File: config.mk
export PLATFORM = sky130hd
export DESIGN_NAME = alink_rst_ctrl
export DESIGN_NICKNAME = d
export VERILOG_FILES = /design/src/rtl/alink_pkg.sv /design/src/rtl/alink_rst_src.sv /design/src/rtl/alink_gctl_reg.sv /design/src/rtl/alink_pin_stage.sv /design/src/rtl/alink_rst_ctrl.sv
export SDC_FILE = /design/constraint.sdc
export NUM_CORES = 1
export LEC_CHECK = 0
export BUFFER_PORTS_ARGS = -buffer_cell sky130_fd_sc_hd__clkbuf_2
export CAP_MARGIN = 5
export CORE_MARGIN = 8
export CORE_UTILIZATION = 23
export DETAILED_ROUTE_END_ITERATION = 8
export MAX_ROUTING_LAYER = met4
export PLACE_DENSITY = 0.78
export SYNTH_ARGS = -nofsm -noshare
export SYNTH_HDL_FRONTEND = slang
export SYNTH_HIERARCHICAL = 1
export SYNTH_SLANG_ARGS = --single-unit
export TNS_END_PERCENT = 5
File: constraint.sdc
create_clock -name clk -period 1 [get_ports clk]
set_clock_uncertainty 0.15 [all_clocks]
set_input_delay 0.05 -clock clk [delete_from_list [all_inputs] [get_ports clk]]
set_output_delay 0.05 -clock clk [all_outputs]
set_load 0.01 [all_outputs]
File: src/rtl/alink_pkg.sv
package alink_pkg;
  typedef enum logic [1:0] {
    SLP_S0  = 2'b00,
    SLP_S1  = 2'b01,
    SLP_S3  = 2'b10,
    SLP_S45 = 2'b11
  } slp_e;

  localparam int unsigned GCTL_W   = 32;
  localparam int unsigned COLD_POS = 1;
  localparam int unsigned SHUT_POS = 3;
endpackage

File: src/rtl/alink_rst_src.sv
// Combines the hardware events that force the codec reset low.
module alink_rst_src
  import alink_pkg::*;
(
  input  logic       plat_rst,
  input  logic       hard_rst_req,
  input  logic [1:0] slp_state,
  output logic       force_assert,
  output logic       deep_sleep,
  output logic       link_idle
);
  slp_e st;
  assign st = slp_e'(slp_state);

  always_comb begin
    deep_sleep   = (st == SLP_S3) || (st == SLP_S45);
    force_assert = plat_rst || hard_rst_req || deep_sleep;
    link_idle    = plat_rst || (st != SLP_S0);
  end
endmodule

File: src/rtl/alink_gctl_reg.sv
// Global control register: release bit and shut-off bit.
module alink_gctl_reg #(
  parameter int unsigned W    = 32,
  parameter int unsigned COLD = 1,
  parameter int unsigned SHUT = 3
) (
  input  logic         clk,
  input  logic         rsm_rst,
  input  logic         core_rst,
  input  logic         force_assert,
  input  logic         we,
  input  logic [W-1:0] wdata,
  output logic         cold_nxt,
  output logic         shut_nxt,
  output logic [W-1:0] rdata
);
  logic cold_q, shut_q;
  logic unused_wbits;
  assign unused_wbits = ^wdata;

  // Assertion sources override a release in the same cycle.
  always_comb begin
    cold_nxt = cold_q;
    if (we)           cold_nxt = wdata[COLD];
    if (force_assert) cold_nxt = 1'b0;
    if (rsm_rst)      cold_nxt = 1'b0;

    shut_nxt = shut_q;
    if (we)       shut_nxt = wdata[SHUT];
    if (core_rst) shut_nxt = 1'b0;
    if (rsm_rst)  shut_nxt = 1'b0;
  end

  always_ff @(posedge clk) begin
    cold_q <= cold_nxt;
    shut_q <= shut_nxt;
  end

  for (genvar i = 0; i < W; i++) begin : g_rb
    if (i == COLD) begin : g_cold
      assign rdata[i] = cold_q;
    end else if (i == SHUT) begin : g_shut
      assign rdata[i] = shut_q;
    end else begin : g_zero
      assign rdata[i] = 1'b0;
    end
  end
endmodule

File: src/rtl/alink_pin_stage.sv
// Registered link pin controls, held in the resume domain.
module alink_pin_stage (
  input  logic clk,
  input  logic rsm_rst,
  input  logic cold_nxt,
  input  logic shut_nxt,
  input  logic link_idle,
  output logic codec_rst_n,
  output logic sdo_run,
  output logic sync_run,
  output logic link_pd_en
);
  always_ff @(posedge clk) begin
    if (rsm_rst) begin
      codec_rst_n <= 1'b0;
      sdo_run     <= 1'b0;
      sync_run    <= 1'b0;
      link_pd_en  <= 1'b0;
    end else begin
      codec_rst_n <= cold_nxt;
      sdo_run     <= !link_idle;
      sync_run    <= !link_idle;
      link_pd_en  <= shut_nxt;
    end
  end
endmodule

File: src/rtl/alink_rst_ctrl.sv
module alink_rst_ctrl
  import alink_pkg::*;
#(
  parameter int unsigned W    = GCTL_W,
  parameter int unsigned COLD = COLD_POS,
  parameter int unsigned SHUT = SHUT_POS
) (
  input  logic         clk,
  input  logic         rsm_rst,
  input  logic         plat_rst,
  input  logic         hard_rst_req,
  input  logic [1:0]   slp_state,
  input  logic         cfg_we,
  input  logic [W-1:0] cfg_wdata,
  output logic [W-1:0] cfg_rdata,
  output logic         codec_rst_n,
  output logic         sdo_run,
  output logic         sync_run,
  output logic         link_pd_en
);
  logic force_assert, deep_sleep, link_idle, cold_nxt, shut_nxt;
  logic unused_deep;
  assign unused_deep = deep_sleep;

  alink_rst_src u_src (
    .plat_rst(plat_rst), .hard_rst_req(hard_rst_req), .slp_state(slp_state),
    .force_assert(force_assert), .deep_sleep(deep_sleep), .link_idle(link_idle)
  );

  alink_gctl_reg #(.W(W), .COLD(COLD), .SHUT(SHUT)) u_reg (
    .clk(clk), .rsm_rst(rsm_rst), .core_rst(plat_rst), .force_assert(force_assert),
    .we(cfg_we), .wdata(cfg_wdata), .cold_nxt(cold_nxt), .shut_nxt(shut_nxt),
    .rdata(cfg_rdata)
  );

  alink_pin_stage u_pins (
    .clk(clk), .rsm_rst(rsm_rst), .cold_nxt(cold_nxt), .shut_nxt(shut_nxt),
    .link_idle(link_idle), .codec_rst_n(codec_rst_n), .sdo_run(sdo_run),
    .sync_run(sync_run), .link_pd_en(link_pd_en)
  );
endmodule

==> results.sh <==
export IMPL_period_share=0.942
export IMPL_drv_slew=0
export IMPL_die_area_um2=3390
export IMPL_syn_area_per_cell_um2=8.55
export IMPL_cts_buffers_inserted=3
export IMPL_grt_pass1_wl_mm=1.16
export IMPL_failed_checks="negative hold slack"
export IMPL_start_kind="flop"
export IMPL_leakage_nw=0.240
export IMPL_wl_per_cell_um=9.06
export IMPL_fmax_mhz=1060
export IMPL_clkSlewWorstSetupHoldPaths_ns=0.04
export IMPL_via_per_inst=2.78
export IMPL_finalHoldViolCount=5
export IMPL_cts_num_sinks=5
export IMPL_r2r_cells=3
export IMPL_clock_latency_ns=0.23
export IMPL_hpwl_um=733
export IMPL_htree_levels=1
export IMPL_cts_max_path_buffers=2
export IMPL_grt_max_degree=6
export IMPL_combPwrFrac=0.179
export IMPL_dp_slack_ns=-0.0999
export IMPL_firstDrtPassIters=2
export IMPL_io_pins=75
export IMPL_arrival_ns=0.96
export IMPL_drive_gt1_frac=0.302
export IMPL_layout_setup_ws_ns=0.0584
export IMPL_portBuffers=14
export IMPL_die_h_um=58.2
export IMPL_wirelength_um=797
export IMPL_drtAntennaViolNets=0
export IMPL_stdcell_count=88
export IMPL_swShare=0.286
export IMPL_final_nets=103
export IMPL_power_total_mw=0.529
export IMPL_n_antenna_cell=0
export IMPL_power_switching_mw=0.151
export IMPL_period_needed_ns=0.942
export IMPL_netlist_area_um2=410
export IMPL_synth_warnings=6
export IMPL_grtUsageTotal=0.0433
export IMPL_grt_pass1_vias=278
export IMPL_drc=0
export IMPL_dr_total_vias=245
export IMPL_die_w_um=58.2
export IMPL_dp_cells=84
export IMPL_worst_hold_slack_ns=-0.115
export IMPL_status="finished with violations"
export IMPL_gr_total_overflow=0
export IMPL_gp_congestion=0.644
export IMPL_drt_iter0_markers=4
export IMPL_placed_cell_area_um2=380
export IMPL_rows=15
export IMPL_whs_path_depth=2
export IMPL_vdd_ir_drop_worst_mv=0.282
export IMPL_grt_antenna_before_repair=0
export IMPL_setup_viol=0
export IMPL_power_density_nw_per_um2=1280
export IMPL_syn_instance_count=48
export IMPL_power_internal_mw=0.377
export IMPL_initial_utilization=0.240
export IMPL_cts_tree="built"
export IMPL_required_ns=1.02
export IMPL_fp_coreArea_um2=1710
export IMPL_crit_fanout=2
export IMPL_p_clk_frac=0.432
export IMPL_crit_type="reg2reg"
export IMPL_hp_class="in2reg"
export IMPL_rsz0062_at_grt="yes"
export IMPL_max_cap_viol_count=0
export IMPL_design_area_um2=412
export IMPL_seq_power_share=0.389
export IMPL_syn2layout_area_growth_pct=0.305
export IMPL_cts_root_buffer="clkbuf_4"
export IMPL_worstSetupEndpointType="flop"
## layout make-up
type                    instances  area, µm²
fillers                       193       1300
clock buffers                   4       26.3
flip-flops and latches          5        100
repair buffers                 15       77.6
well taps                      25       31.3
multi-input cells              39        176
## layer usage
metal,global-route usage,up-vias,wire length (µm)
met5,-,-,0
li1,-,116,-
met2,0.0876,18,481
met4,0.0315,0,0
met3,0.00442,0,65
met1,0.0349,111,250
## state kept, by name (all words and copies together), names as in the netlist
name / cells
u_pins/codec_rst_n: 1
u_pins/link_pd_en: 1
u_pins/sync_run: 1
u_reg/cold_q: 1
u_reg/shut_q: 1
## stage by stage
| stage | hold slack (ns) | setup TNS [ns] | utilization |
|---|---|---|---|
| final | -0.115 | 0 | 0.241 |
| after global routing | -0.111 | -0.0157 | 0.241 |
| after CTS | -0.132 | 0 | 0.238 |
| after detailed placement | 0.118 | -0.0999 | 0.223 |
| after global placement | 0.115 | -0.0731 | 0.223 |
| after floorplan | -0.0333 | 0 | - |
## layout by cell type, fill, tap and decap left out
cell type  instances
buf_4              1
clkbuf_1           1
clkbuf_2          14
clkbuf_4           3
conb_1            30
dfxtp_1            5
mux2i_1            2
nor2_1             1
nor2b_1            2
nor3_1             1
nor3_2             1
or3_1              2
## worst max-delay path: stages (launching register included)
cell	delay [ns]
dfxtp_1	0.32
mux2i_1	0.08
nor3_1	0.18
nor2b_1	0.15
## worst paths after layout
check / from / slack (ns) / to
max: u_reg/shut_q$_DFF_P_ / 0.06 / u_pins/link_pd_en$_SDFF_PP0_
min: rsm_rst / -0.11 / u_pins/sync_run$_SDFF_PP0_
max reg2reg: u_reg/shut_q$_DFF_P_ / 0.06 / u_pins/link_pd_en$_SDFF_PP0_
min reg2reg: u_reg/shut_q$_DFF_P_ / 0.43 / u_reg/shut_q$_DFF_P_
## power groups by stage
stage	clock network, mW	logic (mW)	registers (mW)
2_1_floorplan	0	0.150	0.210
3_3_place_gp	0	0.0879	0.209
3_5_place_dp	0	0.0886	0.209
4_1_cts	0.235	0.0889	0.206
5_1_grt	0.246	0.107	0.206
6_report	0.228	0.0945	0.206
## repair_timing
action	CTS	global route
endpoints found under the hold margin	5	5
setup endpoints to repair	0	2
setup buffers	0	0
gates resized for setup	0	1
No activity file was read; power rests on OpenSTA's default activity.
